[config.mk]
export PLATFORM = sky130hd
export DESIGN_NAME = composed_mul36
export DESIGN_NICKNAME = d
export VERILOG_FILES = /design/src/rtl/cm36_pkg.sv /design/src/rtl/cm36_in_stage.sv /design/src/rtl/cm36_part_mult.sv /design/src/rtl/cm36_opt_reg.sv /design/src/rtl/cm36_sum.sv /design/src/rtl/composed_mul36.sv
export SDC_FILE = /design/constraint.sdc
export NUM_CORES = 2
export LEC_CHECK = 0
export ABC_AREA = 1
export BUFFER_PORTS_ARGS = -buffer_cell sky130_fd_sc_hd__buf_2
export CAP_MARGIN = 20
export CORE_MARGIN = 8
export CORE_UTILIZATION = 30
export CTS_BUF_LIST = sky130_fd_sc_hd__clkbuf_4 sky130_fd_sc_hd__clkbuf_8
export CTS_CLUSTER_SIZE = 8
export DETAILED_ROUTE_END_ITERATION = 12
export GPL_TIMING_DRIVEN = 0
export PLACE_DENSITY_LB_ADDON = 0.25
export SLEW_MARGIN = 15
export SYNTH_ARGS = -nofsm -noshare
export SYNTH_HDL_FRONTEND = slang
export SYNTH_SLANG_ARGS = --single-unit
[constraint.sdc]
create_clock -name clk -period 10.45 [get_ports clk]
set_input_delay 1.5675 -clock clk [delete_from_list [all_inputs] [get_ports clk]]
set_output_delay 1.5675 -clock clk [all_outputs]
set_load 0.01 [all_outputs]
[src/rtl/cm36_pkg.sv]
package cm36_pkg;

    typedef struct packed {
        logic a;
        logic b;
    } sign_pair_t;

    // Weight of sub-product idx: bit 0 picks the high half of A,
    // bit 1 picks the high half of B.
    function automatic int pp_shift(input int idx, input int hw);
        return ((idx & 1) + ((idx >> 1) & 1)) * hw;
    endfunction

endpackage

[src/rtl/cm36_in_stage.sv]
module cm36_in_stage
    import cm36_pkg::*;
#(
    parameter int OPW = 36
) (
    input  logic           clk,
    input  logic           clear,
    input  logic           ce,
    input  logic [OPW-1:0] a_in,
    input  logic [OPW-1:0] b_in,
    input  sign_pair_t     sgn_in,
    output logic [OPW-1:0] a_q,
    output logic [OPW-1:0] b_q,
    output sign_pair_t     sgn_q
);

    always_ff @(posedge clk or posedge clear) begin
        if (clear) begin
            a_q   <= '0;
            b_q   <= '0;
            sgn_q <= '0;
        end else if (ce) begin
            a_q   <= a_in;
            b_q   <= b_in;
            sgn_q <= sgn_in;
        end
    end

endmodule

[src/rtl/cm36_part_mult.sv]
module cm36_part_mult #(
    parameter int EW = 19
) (
    input  logic [EW-1:0]   x,
    input  logic [EW-1:0]   y,
    output logic [2*EW-1:0] p
);

    assign p = $signed(x) * $signed(y);

endmodule

[src/rtl/cm36_opt_reg.sv]
module cm36_opt_reg #(
    parameter int W      = 8,
    parameter bit ENABLE = 1'b1
) (
    input  logic         clk,
    input  logic         clear,
    input  logic         ce,
    input  logic [W-1:0] d,
    output logic [W-1:0] q
);

    if (ENABLE) begin : g_reg
        always_ff @(posedge clk or posedge clear) begin
            if (clear)   q <= '0;
            else if (ce) q <= d;
        end
    end else begin : g_wire
        assign q = d;
    end

endmodule

[src/rtl/cm36_sum.sv]
module cm36_sum
    import cm36_pkg::*;
#(
    parameter int HW = 18
) (
    input  logic [4*(2*HW+2)-1:0] pp_flat,
    output logic [4*HW-1:0]       total
);

    localparam int EW  = HW + 1;
    localparam int PPW = 2 * EW;
    localparam int RW  = 4 * HW;

    logic [RW-1:0] term [4];

    for (genvar i = 0; i < 4; i++) begin : g_term
        logic [PPW-1:0] pp;
        logic [RW-1:0]  wide;
        assign pp      = pp_flat[i*PPW +: PPW];
        assign wide    = {{(RW-PPW){pp[PPW-1]}}, pp};
        assign term[i] = wide << pp_shift(i, HW);
    end

    always_comb begin
        total = '0;
        for (int i = 0; i < 4; i++) total = total + term[i];
    end

endmodule

[src/rtl/composed_mul36.sv]
module composed_mul36
    import cm36_pkg::*;
#(
    parameter int OPW     = 36,
    parameter int LATENCY = 3
) (
    input  logic             clk,
    input  logic             clear,
    input  logic             ce,
    input  logic [OPW-1:0]   op_a,
    input  logic             sign_a,
    input  logic [OPW-1:0]   op_b,
    input  logic             sign_b,
    output logic [2*OPW-1:0] product
);

    localparam int HW       = OPW / 2;
    localparam int EW       = HW + 1;
    localparam int PPW      = 2 * EW;
    localparam int RW       = 2 * OPW;
    localparam bit USE_PIPE = (LATENCY >= 2);
    localparam bit USE_OUT  = (LATENCY >= 3);

    logic [OPW-1:0] a_q, b_q;
    sign_pair_t     sgn_q;

    cm36_in_stage #(.OPW(OPW)) u_in (
        .clk    (clk),
        .clear  (clear),
        .ce     (ce),
        .a_in   (op_a),
        .b_in   (op_b),
        .sgn_in ('{a: sign_a, b: sign_b}),
        .a_q    (a_q),
        .b_q    (b_q),
        .sgn_q  (sgn_q)
    );

    // Low halves are zero-extended.  A high half is sign-extended only
    // when its operand is marked signed.
    logic [EW-1:0] a_half [2];
    logic [EW-1:0] b_half [2];

    assign a_half[0] = {1'b0, a_q[HW-1:0]};
    assign a_half[1] = {sgn_q.a & a_q[OPW-1], a_q[OPW-1:HW]};
    assign b_half[0] = {1'b0, b_q[HW-1:0]};
    assign b_half[1] = {sgn_q.b & b_q[OPW-1], b_q[OPW-1:HW]};

    logic [4*PPW-1:0] pp_raw, pp_stage;

    for (genvar i = 0; i < 4; i++) begin : g_pp
        cm36_part_mult #(.EW(EW)) u_pm (
            .x (a_half[i % 2]),
            .y (b_half[i / 2]),
            .p (pp_raw[i*PPW +: PPW])
        );
    end

    cm36_opt_reg #(.W(4*PPW), .ENABLE(USE_PIPE)) u_pipe (
        .clk   (clk),
        .clear (clear),
        .ce    (ce),
        .d     (pp_raw),
        .q     (pp_stage)
    );

    logic [RW-1:0] sum_out;

    cm36_sum #(.HW(HW)) u_sum (
        .pp_flat (pp_stage),
        .total   (sum_out)
    );

    cm36_opt_reg #(.W(RW), .ENABLE(USE_OUT)) u_out (
        .clk   (clk),
        .clear (clear),
        .ce    (ce),
        .d     (sum_out),
        .q     (product)
    );

endmodule

# Word-level counts from Yosys, hierarchy flattened

Cells that the tools add are included.

Flip-flop bits (word level): 296
Bits of input ports: 77

$add $sub $neg: 3
Multipliers: 4
Bitwise operators: 2

Operators with widths:

| kind           | number |
|---|---|
| $mul 19x19->38 | 2 |
| $add 72x72->72 | 1 |
| $add 57x56->58 | 1 |
| $add 38x56->57 | 1 |
| $mul 18x18->36 | 1 |
| $mul 19x19->36 | 1 |
| $and 1x1->1    | 2 |

# Logic depth before layout (Yosys ltp)

Depth in word-level cells: 3
Depth in mapped cells: 30
Mapped depth without buffers: 30

# Cells and area by module

From an unflattened synthesis, not the netlist that was laid out.

Cell total of the unflattened synthesis: 10312
Area total of the unflattened synthesis: 77451.8 um^2

Modules (own cells, without submodules):

| module                         | instances | cells an instance | area an instance (um^2) | sequential area each (um^2) |
|---|---|---|---|---|
| cm36_part_mult at g_pp[3].u_pm | 1         | 1978              | 14797.9                 | 0.0 |
| cm36_part_mult at g_pp[1].u_pm | 1         | 1958              | 14704.1                 | 0.0 |
| cm36_part_mult at g_pp[0].u_pm | 1         | 1960              | 14670.3                 | 0.0 |
| cm36_part_mult at g_pp[2].u_pm | 1         | 1949              | 14670.3                 | 0.0 |
| cm36_sum                       | 1         | 1200              | 7289.5                  | 0.0 |
| cm36_opt_reg at u_pipe         | 1         | 643               | 5751.8                  | 3803.6 |
| cm36_in_stage                  | 1         | 314               | 2796.4                  | 1851.8 |
| cm36_opt_reg at u_out          | 1         | 305               | 2752.6                  | 1801.7 |
| composed_mul36                 | 1         | 5                 | 18.8                    | 0.0 |

# Worst setup path before layout

Ideal clock, no wire load.

Kind: register -> register
Start point: reg u_in.a_q[35]
End point: reg u_pipe.q[142]
Arrival time: 5961 ps
Data required time: 10332 ps
Setup slack: 4371 ps
Cell stages (with the launch flop): 26
Buffers on the path: 2
Path through: dfrtp_1 clkbuf_1 clkbuf_1 nand2_1 fa_1 inv_1 fa_1 inv_1 fa_1 inv_1 fa_1 fa_1 fa_1 inv_1 fa_1 inv_1 ha_1 nand2_1 nor2_1 and2_1 nand4_1 nand3_1 a21o_1 or2_1 nand3_1 nand2_1

Cells in the longest elaborated chain, start to end: 2

Ends and longest elaborated chain:

| element                  | line                 | text |
|---|---|---|
| start: declaration       | cm36_in_stage.sv:12  | `output logic [OPW-1:0] a_q,` |
| start signal: assignment | cm36_in_stage.sv:23  | `a_q <= a_in;` |
| $and 1x1->1              | composed_mul36.sv:45 | `assign a_half[1] = {sgn_q.a & a_q[OPW-1], a_q[OPW-1:HW]};` |
| $mul 19x19->36 (*)       | cm36_part_mult.sv:9  | `assign p = $signed(x) * $signed(y);` |
| end signal: assignment   | cm36_opt_reg.sv:14   | `if (clear) q <= '0;` |
| end signal: assignment   | cm36_opt_reg.sv:15   | `else if (ce) q <= d;` |
| end: declaration         | cm36_opt_reg.sv:9    | `output logic [W-1:0] q` |

Mark *: on every way between the ends. The rest lies on a longest branch, timed or not.
A chain may end at the register's enable or synchronous reset.

# Worst setup path after layout

Start point: reg u_in.a_q[35]
End point: reg u_pipe.q[75]

Cells in the longest elaborated chain, start to end: 2

Ends and longest elaborated chain:

| element            | line |
|---|---|
| $and 1x1->1        | composed_mul36.sv:45 |
| $mul 19x19->38 (*) | cm36_part_mult.sv:9 |

Marked as above.

==> flow_summary.json <==
{
  "io_buffers": 147,
  "tightestPinTransition_ns": 1.30,
  "post_route_cells_drive_above_1_share": 0.0460,
  "placeableCoreArea_mm2": 0.221,
  "crit_path_max_fanout": 10,
  "syn_area_mm2": 0.0665,
  "grt_antenna_before_repair": 17,
  "timing_startpoint_of_the_critical_path": "u_in.a_q[35]$_DFFE_PP0P_",
  "timing.setup.tns_ns": 0,
  "ctsLongestPathBuffers": 3,
  "rsz0062_at_grt": "false",
  "syn2layout_area_growth_pct": 9.58,
  "synth-async-reset-ratio": 1.00,
  "crit_path_max_incr_delay_ns": 0.93,
  "worst_skew_pair.late_latency_ns": 0.82,
  "syn_avg_cell_area_um2": 7.70,
  "multiInputGateArea_mm2": 0.0489,
  "worst_setup_path_start_kind": "register",
  "timing.hold.worst.start": "u_out.q[36]$_DFFE_PP0P_",
  "timing.max_cap.violations": 0,
  "track_usage": 0.241,
  "slew_viol_final": 0,
  "regArea_mm2": 0.00736,
  "arrival_ns": 9.32,
  "drt-pass1-iter-count": 6,
  "place.detailed.hpwl_mm": 247,
  "clock_tree.root_cell": "sky130_fd_sc_hd__clkbuf_8",
  "hold_path_class": "register to register",
  "worst_r2r_startpoint": "u_in.a_q[35]$_DFFE_PP0P_",
  "worstPathRequired_ns": 11.10,
  "critPathCaptureType": "register",
  "postSynth.topFlopCell": "sky130_fd_sc_hd__dfrtp_1",
  "tritoncts": "built",
  "initial_core_util": 0.301,
  "critical_path.n_buffers_inverters": 6,
  "fmax_mhz": 115,
  "worst_path_max_delay_cell": "sky130_fd_sc_hd__clkbuf_1",
  "ios": 149,
  "critical_path.cell_chain": "nand2_1 -> inv_2 -> clkbuf_1 -> nand2_1 -> fa_1 -> fa_1 -> fa_1 -> inv_1 -> fa_1 -> inv_1 -> fa_1 -> fa_1 -> inv_1 -> ha_1 -> a21oi_1 -> o21bai_1 -> a21oi_1 -> o21ai_0 -> nor2_1 -> nand3_1 -> nand2_1 -> inv_1 -> o21ai_1 -> nand2_1",
  "num-fill-cells": 24100,
  "dr.first_iter.drc_count": 5170,
  "cp_common_cell": "sky130_fd_sc_hd__fa_1",
  "clock_sink_count": 294,
  "grt_pass1_wl_mm": 416,
  "fp.dieArea_mm2": 0.237,
  "cp_top_family": "adder cells",
  "netlist.area_leader.share": 0.377,
  "postCtsHoldBufs": 0,
  "status": "complete, no violations",
  "vias": 57300,
  "syn-num-nets": 10500,
  "drt-vias-per-instance": 4.81,
  "final_hold_vio_count": 0,
  "antenna_left": 0,
  "timing.clock.skew_ns": 0.0751,
  "yosys_warnings": 0,
  "critical_path_class": "register to register",
  "cts_resized": 0,
  "synth_edf_count": 0,
  "overflow": 0,
  "postSynthRegisterBits": 294,
  "final_net_count": 10800,
  "wl_mm": 289,
  "report.final.setup_viol": 0,
  "post_synth_num_cell_types": 51,
  "synth_top_cell_by_area": "sky130_fd_sc_hd__fa_1",
  "gpl.final_weighted_congestion": 1.01,
  "route.detailed.wl_per_inst_um": 24.3,
  "first_global_vias": 59500,
  "std_cell_rows": 173,
  "chipHeight_um": 487,
  "final_period_minus_worst_setup_slack_ns": 8.67,
  "netlist_instances": 8635,
  "die_x_um": 487,
  "cts.reportedPaths.clkPinSlew_ns": 0.06,
  "synth_top_cells_by_area": "sky130_fd_sc_hd__fa_1 38%, sky130_fd_sc_hd__inv_1 13%, sky130_fd_sc_hd__nand2_1 13%",
  "post_cts_setup_buffers": 0,
  "remaining_drc_errors": 0,
  "maximum_number_of_pins_on_one_net_before_global_route_repair": 103,
  "number_of_h_tree_levels": 3,
  "synth-seq-area-share": 0.111,
  "worst_slew_margin": 0.134,
  "numCtsBuffers": 67,
  "final.period_utilization": 0.829
}
worst paths after layout:
check | end | slack (ns) | depth (start not counted)
worst max-delay path | u_pipe.q[75]$_DFFE_PP0P_ | 1.78 | 24
worst min-delay path | u_out.q[36]$_DFFE_PP0P_ | 0.47 | 2
worst max register to register | u_pipe.q[75]$_DFFE_PP0P_ | 1.78 | 24
worst min register to register | u_out.q[36]$_DFFE_PP0P_ | 0.47 | 2
max in group asynchronous | u_in.a_q[12]$_DFFE_PP0P_ | 8.37 | 4
min in group asynchronous | u_out.q[16]$_DFFE_PP0P_ | 0.73 | 2
synthesized netlist by cell type (15+ instances only):
cell type / instances
sky130_fd_sc_hd__o21bai_1: 30
sky130_fd_sc_hd__fa_1: 1251
sky130_fd_sc_hd__a31oi_1: 85
sky130_fd_sc_hd__dfrtp_1: 294
sky130_fd_sc_hd__clkbuf_1: 247
sky130_fd_sc_hd__nand3_1: 194
sky130_fd_sc_hd__a21oi_1: 224
sky130_fd_sc_hd__ha_1: 572
sky130_fd_sc_hd__xor2_1: 40
sky130_fd_sc_hd__or2_2: 25
sky130_fd_sc_hd__o21ai_0: 229
sky130_fd_sc_hd__nand2_1: 2321
sky130_fd_sc_hd__nor3_1: 34
sky130_fd_sc_hd__nand4_1: 51
sky130_fd_sc_hd__xnor2_1: 47
sky130_fd_sc_hd__nor2_1: 353
sky130_fd_sc_hd__inv_1: 2354
sky130_fd_sc_hd__buf_1: 107
sky130_fd_sc_hd__o31ai_1: 15
layout make-up:
class                           count  share of cell area
Inverter                         2360               0.122
Timing Repair Buffer              174              0.0155
Sequential cell                   294               0.101
Clock inverter                     24             0.00333
Antenna cell                        9            0.000309
Clock buffer                       93              0.0166
Tap cell                         2975              0.0511
Buffer                            358              0.0190
Multi-Input combinational cell   5623               0.671
flip-flops by register name (all words and copies together) (netlist names):
name / cells
u_out.q: 72
u_in.b_q: 36
u_in.a_q: 36
u_in.sgn_q: 2
u_pipe.q: 148
routing by layer:
layer  part of all wire  GRT usage  up-vias  routed length (µm)
met2               0.44      0.385     2352              129000
met5            0.00022          0        -                  64
met1               0.42      0.317    28700              122000
met4              0.055      0.108       10               16000
li1                   -          -    25700                   -
met3              0.079     0.0463      541               22800
through the flow:
stage	worst slack, ns	instance area, µm²	std cells	hold slack, ns	utilization
2_1_floorplan	0.763	66500	8635	0.442	-
3_3_place_gp	-4.01	71000	11800	0.454	0.321
3_5_place_dp	1.81	71400	11800	0.457	0.323
4_1_cts	1.77	72800	11900	0.471	0.329
5_1_grt	1.42	72900	11900	0.488	0.329
6_report	1.78	72900	11900	0.468	0.329
kinds of logic after synthesis:
family / count (synthesis) / synth area share
xor gates and xnor gates: 87 / 0.0115
DFF: 294 / 0.111
adders and majority gates: 1823 / 0.484
and+or+nand+nor: 3035 / 0.181
buffers and inverters: 2718 / 0.154
AOI/OAI and AO/OA: 678 / 0.0588
worst min-delay path: stages, from the launching register on:
cell and delay [ns]:
sky130_fd_sc_hd__dfrtp_1 0.33, sky130_fd_sc_hd__nand2_1 0.06, sky130_fd_sc_hd__nand2_1 0.05
cell usage in the layout, fill, tap and decap left out, types with 8 or more instances in the layout:
cell type / count
sky130_fd_sc_hd__o31ai_1: 15
sky130_fd_sc_hd__clkbuf_1: 221
sky130_fd_sc_hd__a21boi_0: 11
sky130_fd_sc_hd__nor3_1: 34
sky130_fd_sc_hd__clkbuf_8: 82
sky130_fd_sc_hd__or2_2: 25
sky130_fd_sc_hd__buf_2: 152
sky130_fd_sc_hd__o21ai_0: 229
sky130_fd_sc_hd__buf_1: 105
sky130_fd_sc_hd__xor2_1: 40
sky130_fd_sc_hd__clkbuf_4: 11
sky130_fd_sc_hd__a21oi_1: 224
sky130_fd_sc_hd__inv_1: 2353
sky130_fd_sc_hd__or2_1: 10
sky130_fd_sc_hd__nor2_1: 353
sky130_fd_sc_hd__o21bai_1: 30
sky130_fd_sc_hd__nand3_1: 194
sky130_fd_sc_hd__ha_1: 572
sky130_fd_sc_hd__buf_6: 13
sky130_fd_sc_hd__dfrtp_1: 294
sky130_fd_sc_hd__nand2_2: 11
sky130_fd_sc_hd__o21ai_2: 11
sky130_fd_sc_hd__a31oi_1: 85
sky130_fd_sc_hd__diode_2: 9
sky130_fd_sc_hd__o21ai_1: 12
sky130_fd_sc_hd__buf_8: 11
sky130_fd_sc_hd__clkbuf_2: 26
sky130_fd_sc_hd__clkinv_2: 10
sky130_fd_sc_hd__nand4_1: 51
sky130_fd_sc_hd__fa_1: 1251
sky130_fd_sc_hd__nand2_1: 2321
sky130_fd_sc_hd__nor3_2: 8
sky130_fd_sc_hd__a21o_1: 12
sky130_fd_sc_hd__xnor2_1: 47
Power is not shown: default switching activity piles up to over one toggle a cycle in this logic, so the estimate is an artifact.
